`src/rtl/brg_pkg.sv`:
```
package brg_pkg;

  localparam int MAX_DIV = 64;
  localparam int DIV_W   = $clog2(MAX_DIV);

  typedef enum logic [1:0] {
    MODE_X1  = 2'b00,
    MODE_X16 = 2'b01,
    MODE_X32 = 2'b10,
    MODE_X64 = 2'b11
  } brg_mode_e;

  // Number of rising output edges per bit strobe.
  function automatic logic [DIV_W:0] mode_divisor(input logic [1:0] sel);
    case (brg_mode_e'(sel))
      MODE_X1:  mode_divisor = (DIV_W+1)'(1);
      MODE_X16: mode_divisor = (DIV_W+1)'(16);
      MODE_X32: mode_divisor = (DIV_W+1)'(32);
      default:  mode_divisor = (DIV_W+1)'(64);
    endcase
  endfunction

endpackage

```
`src/rtl/brg_tc_regs.sv`:
```
module brg_tc_regs #(
  parameter int TC_W = 16,
  parameter logic [TC_W-1:0] TC_RESET = '0
) (
  input  logic              clk,
  input  logic              rst_n,
  input  logic              wr_lo,
  input  logic              wr_hi,
  input  logic [TC_W/2-1:0] wr_data,
  output logic [TC_W-1:0]   tc_q
);
  localparam int BYTE_W = TC_W / 2;

  logic [BYTE_W-1:0] lo_stage;

  // The low byte waits in a stage; the full constant changes only on a high-byte write.
  always_ff @(posedge clk or negedge rst_n) begin
    if (!rst_n) begin
      lo_stage <= TC_RESET[BYTE_W-1:0];
      tc_q     <= TC_RESET;
    end else begin
      if (wr_lo) lo_stage <= wr_data;
      if (wr_hi) tc_q <= {wr_data, lo_stage};
    end
  end
endmodule

```
`src/rtl/brg_down_counter.sv`:
```
module brg_down_counter #(
  parameter int TC_W = 16
) (
  input  logic            clk,
  input  logic            rst_n,
  input  logic            en,
  input  logic [TC_W-1:0] tc,
  output logic [TC_W:0]   cnt_q,
  output logic            out_q,
  output logic            expire
);
  // Reload value TC+1 plus the expiry cycle gives TC+2 clocks per half-period.
  function automatic logic [TC_W:0] reload_value(input logic [TC_W-1:0] t);
    reload_value = {1'b0, t} + (TC_W+1)'(1);
  endfunction

  assign expire = en && (cnt_q == '0);

  always_ff @(posedge clk or negedge rst_n) begin
    if (!rst_n) begin
      cnt_q <= '0;
      out_q <= 1'b1;
    end else if (!en) begin
      cnt_q <= reload_value(tc);
      out_q <= 1'b1;
    end else if (expire) begin
      cnt_q <= reload_value(tc);
      out_q <= ~out_q;
    end else begin
      cnt_q <= cnt_q - (TC_W+1)'(1);
    end
  end
endmodule

```
`src/rtl/brg_mode_div.sv`:
```
module brg_mode_div
  import brg_pkg::*;
(
  input  logic       clk,
  input  logic       rst_n,
  input  logic       en,
  input  logic       rise,
  input  logic [1:0] mode_sel,
  output logic       tick_q
);
  logic [DIV_W:0] div_cnt;
  logic [DIV_W:0] last;

  assign last = mode_divisor(mode_sel) - (DIV_W+1)'(1);

  always_ff @(posedge clk or negedge rst_n) begin
    if (!rst_n) begin
      div_cnt <= '0;
      tick_q  <= 1'b0;
    end else if (!en) begin
      div_cnt <= '0;
      tick_q  <= 1'b0;
    end else if (rise) begin
      if (div_cnt >= last) begin
        div_cnt <= '0;
        tick_q  <= 1'b1;
      end else begin
        div_cnt <= div_cnt + (DIV_W+1)'(1);
        tick_q  <= 1'b0;
      end
    end else begin
      tick_q <= 1'b0;
    end
  end
endmodule

```
`src/rtl/brg_baud_gen.sv`:
```
module brg_baud_gen #(
  parameter int TC_W = 16,
  parameter logic [TC_W-1:0] TC_RESET = 16'd14
) (
  input  logic              clk,
  input  logic              rst_n,
  input  logic              en,
  input  logic              wr_lo,
  input  logic              wr_hi,
  input  logic [TC_W/2-1:0] wr_data,
  input  logic [1:0]        mode_sel,
  output logic              brg_out,
  output logic              bit_tick
);
  // Named internal events for the checker
  logic [TC_W-1:0] tc_active;
  logic [TC_W:0]   cnt_q;
  logic            expire;
  logic            rise_evt;

  brg_tc_regs #(.TC_W(TC_W), .TC_RESET(TC_RESET)) u_regs (
    .clk(clk), .rst_n(rst_n), .wr_lo(wr_lo), .wr_hi(wr_hi),
    .wr_data(wr_data), .tc_q(tc_active)
  );

  brg_down_counter #(.TC_W(TC_W)) u_cnt (
    .clk(clk), .rst_n(rst_n), .en(en), .tc(tc_active),
    .cnt_q(cnt_q), .out_q(brg_out), .expire(expire)
  );

  assign rise_evt = expire && !brg_out;

  brg_mode_div u_div (
    .clk(clk), .rst_n(rst_n), .en(en), .rise(rise_evt),
    .mode_sel(mode_sel), .tick_q(bit_tick)
  );
endmodule

```
`config.mk`:
```
export PLATFORM = sky130hd
export DESIGN_NAME = brg_baud_gen
export DESIGN_NICKNAME = d
export VERILOG_FILES = /design/src/rtl/brg_pkg.sv /design/src/rtl/brg_tc_regs.sv /design/src/rtl/brg_down_counter.sv /design/src/rtl/brg_mode_div.sv /design/src/rtl/brg_baud_gen.sv
export SDC_FILE = /design/constraint.sdc
export NUM_CORES = 1
export LEC_CHECK = 0
export BUFFER_PORTS_ARGS = -buffer_cell sky130_fd_sc_hd__buf_2
export CAP_MARGIN = 20
export CORE_MARGIN = 5
export CORE_UTILIZATION = 45
export DETAILED_ROUTE_END_ITERATION = 8
export PLACE_DENSITY = 0.7
export SETUP_SLACK_MARGIN = 0.2
export SKIP_CTS_REPAIR_TIMING = 1
export SLEW_MARGIN = 20
export SYNTH_ARGS = -nofsm -noshare
export SYNTH_HDL_FRONTEND = slang
export SYNTH_HIERARCHICAL = 1
export SYNTH_SLANG_ARGS = --single-unit
```
`constraint.sdc`:
```
create_clock -name clk -period 3.1 [get_ports clk]
set_input_delay 0.62 -clock clk [delete_from_list [all_inputs] [get_ports clk]]
set_output_delay 0.62 -clock clk [all_outputs]
set_load 0.05 [all_outputs]
```
==> flow_metrics.env <==
export IMPL_cp_end_kind="flip-flop"
export IMPL_cts_path_max_buffers=2
export IMPL_dp_hpwl_mm=3.72
export IMPL_syn_nets=280
export IMPL_p_per_area_mw_per_mm2=498
export IMPL_synth_area_mux_share_pct=13.1
export IMPL_core_area_mm2=0.00599
export IMPL_grt_overflow=0
export IMPL_fin_setup_tns_ps=0
export IMPL_cts_buffers_inserted=5
export IMPL_yosysUniqueCellTypes=46
export IMPL_rows=28
export IMPL_start_util_pct=46.8
export IMPL_vdd_ir_drop_max_mv=0.297
export IMPL_ys_ff_latch=50
export IMPL_worst_ep_arrival_time_ps=2470
export IMPL_maxCapViolCount=0
export IMPL_clock_sinks=50
export IMPL_min_path_type="in2async"
export IMPL_path_cells="inv_1, ha_1, nor4b_1, nand2_1, nor3_1, nor2b_4, nand2_1, o41ai_1, a22o_1"
export IMPL_rsz0062_at_grt="no"
export IMPL_final_cells=350
export IMPL_synth_xor_area_share_pct=9.38
export IMPL_drt_total_wl_mm=4.87
export IMPL_ant_nets=0
export IMPL_route_detailed_drc=0
export IMPL_synthAdderAreaFrac_pct=3.57
export IMPL_setup_ws_ps=877
export IMPL_layout_common_cells="dfrtp_1 (43), nand2_1 (26), nor2_1 (19), xnor2_1 (17), buf_2 (16)"
export IMPL_critical_path_most_common_cell="nand2_1"
export IMPL_grt_pass1_wl_mm=8.74
export IMPL_synth_top_family_by_area="simple AND/OR/NAND/NOR gates"
export IMPL_slowest_delay_ps=450
export IMPL_grt_antenna_before_repair=0
export IMPL_fmax_mhz=450
export IMPL_clkTransAtPathRegs_ps=100
export IMPL_worst_pin_slew_ps=547
export IMPL_cts_tree="done"
export IMPL_path_class="reg2reg"
export IMPL_post_place_ws_ps=825
export IMPL_outcome="completed"
export IMPL_timing_hold_violations_final=0
export IMPL_grt_total_usage_pct=14.2
export IMPL_whs_ps=201
export IMPL_ys_async_sr_fraction_pct=100
export IMPL_cp_required_ps=3350
export IMPL_boundaryPins=17
export IMPL_root_buffer="clkbuf_8"
export IMPL_syn2layout_area_growth_pct=7.72
export IMPL_htreeDepth=2
export IMPL_synth_edff_count=0
export IMPL_clkLatencyLatePin_ps=300
export IMPL_num_antenna_cells=0
export IMPL_crit_slowest_cell="o41ai_1"
export IMPL_cp_max_fo=6
export IMPL_portBuffers=16
export IMPL_synthFlopType="dfrtp_1"
export IMPL_ys_warn_count=6
export IMPL_power_total_mw=1.50
export IMPL_period_share_pct=71.7
export IMPL_slew_violations=0
export IMPL_wire_per_inst_um=13.9
export IMPL_drtIter0Drc=99
export IMPL_seq_area_frac_synth_pct=45.0
export IMPL_vias_per_cell=5.31
export IMPL_vias=1858
export IMPL_dieHeight_um=88.9
export IMPL_synth_compound_area_share_pct=7.54
export IMPL_synthSimpleGateAreaFrac_pct=17.5
export IMPL_final_common_cell="dfrtp_1"
export IMPL_grt_max_degree=36
export IMPL_synth_area_mm2=0.00280
export IMPL_post_route_min_period_ps=2220
export IMPL_max_slew_margin_rel_pct=63.4
export IMPL_leakage_nw=1.23
export IMPL_synth_avg_cell_area_um2=10.9
export IMPL_drive_gt1_share_pct=25.8
export IMPL_skew_ps=7.08
export IMPL_nNetsFinal=297
export IMPL_die_w_um=88.9
export IMPL_start_kind="flip-flop"
export IMPL_dp_cells=342
export IMPL_setup_viol=0
export IMPL_gp_congestion=0.799
export IMPL_netlist_instances=257
export IMPL_drtPass1Iterations=4
export IMPL_die_area_mm2=0.00791
export IMPL_grt_pass1_vias=1856
## sequential cells by signal, summed over array words and instances (netlist names)
register         cells
u_regs/tc_q         16
u_cnt/cnt_q         17
u_cnt/out_q          1
u_regs/lo_stage      8
u_div/tick_q         1
u_div/div_cnt        7
## metrics by stage
step / cell area, um^2 / utilization [%]
after floorplan: 2800 / -
after global placement: 2920 / 48.7
after detailed placement: 2920 / 48.7
after CTS: 3020 / 50.4
after global routing: 3020 / 50.4
final: 3020 / 50.4
## synthesized netlist by cell type (2+ instances only)
cell	count	area, um^2
a21o_1	2	15.0
a21oi_1	3	15.0
a21oi_2	3	26.3
a221o_1	2	20.0
a22o_1	2	17.5
buf_2	2	10.0
buf_6	3	33.8
dfrtp_1	43	1080
dfstp_2	7	184
ha_1	8	100
inv_1	8	30.0
mux2_2	14	158
mux2_4	10	150
mux2i_1	6	60.1
nand2_1	26	97.6
nand3_1	12	60.1
nand4_1	3	18.8
nor2_1	19	71.3
nor2b_1	2	12.5
nor3_1	8	40.0
nor3_2	3	30.0
nor4_1	7	43.8
o21ai_0	7	35.0
o21ai_1	5	25.0
or3_1	3	18.8
xnor2_1	17	149
xor2_1	13	114
## power by group
group / switching, mW / internal, mW
logic: 0.129 / 0.137
clock network: 0.221 / 0.184
registers: 0.0947 / 0.738
total: 0.445 / 1.06
## worst max-delay path: cells and delay by family, from the launching register on
family	cells	cell delay, ps
AOI/OAI and AO/OA	2	640
adders and majority gates	1	190
buffers and inverters	1	120
DFF	1	400
and+or+nand+nor	5	820
## cell families after synthesis
logic type | count (synthesis)
muxes | 30
AOI/OAI and AO/OA | 29
buffers and inverters | 16
xor gates and xnor gates | 30
other | 1
and+or+nand+nor | 93
DFF | 50
adders and majority gates | 8
## metal layers
metal | track usage (%) | vias to the layer above | routed length, um
li1 | - | 935 | -
met1 | 19.3 | 887 | 2300
met2 | 23.0 | 32 | 2300
met3 | 3.69 | 4 | 232
met4 | 2.88 | 0 | 28
met5 | 0 | - | 0
## path summary, 6_finish.rpt
check / slack, ps / to / startpoint / cells past startpoint
setup / recovery: 880 / u_div/div_cnt[2]$_DFFE_PN0P_ / u_cnt/cnt_q[0]$_DFF_PN0_ / 9
hold / removal: 200 / u_div/div_cnt[0]$_DFFE_PN0P_ / rst_n / 1
setup reg to reg: 880 / u_div/div_cnt[2]$_DFFE_PN0P_ / u_cnt/cnt_q[0]$_DFF_PN0_ / 9
hold reg to reg: 510 / u_regs/tc_q[6]$_DFFE_PN0P_ / u_regs/lo_stage[6]$_DFFE_PN0P_ / 1
max in group asynchronous: 2110 / u_cnt/out_q$_DFFE_PN1P_ / rst_n / 2
min in group clk: 500 / u_cnt/out_q$_DFFE_PN1P_ / en / 2
## layout make-up
| cell class | instances | area, um^2 |
|---|---|---|
| clock inverters | 2 | 16.3 |
| inverters | 8 | 30.0 |
| clock buffers | 6 | 82.6 |
| multi-input cells | 191 | 1440 |
| flip-flops and latches | 50 | 1260 |
| well taps | 75 | 93.8 |
| fillers | 531 | 2970 |
| repair buffers | 18 | 95.1 |
Note: power is estimated with default switching activity, not from simulation.
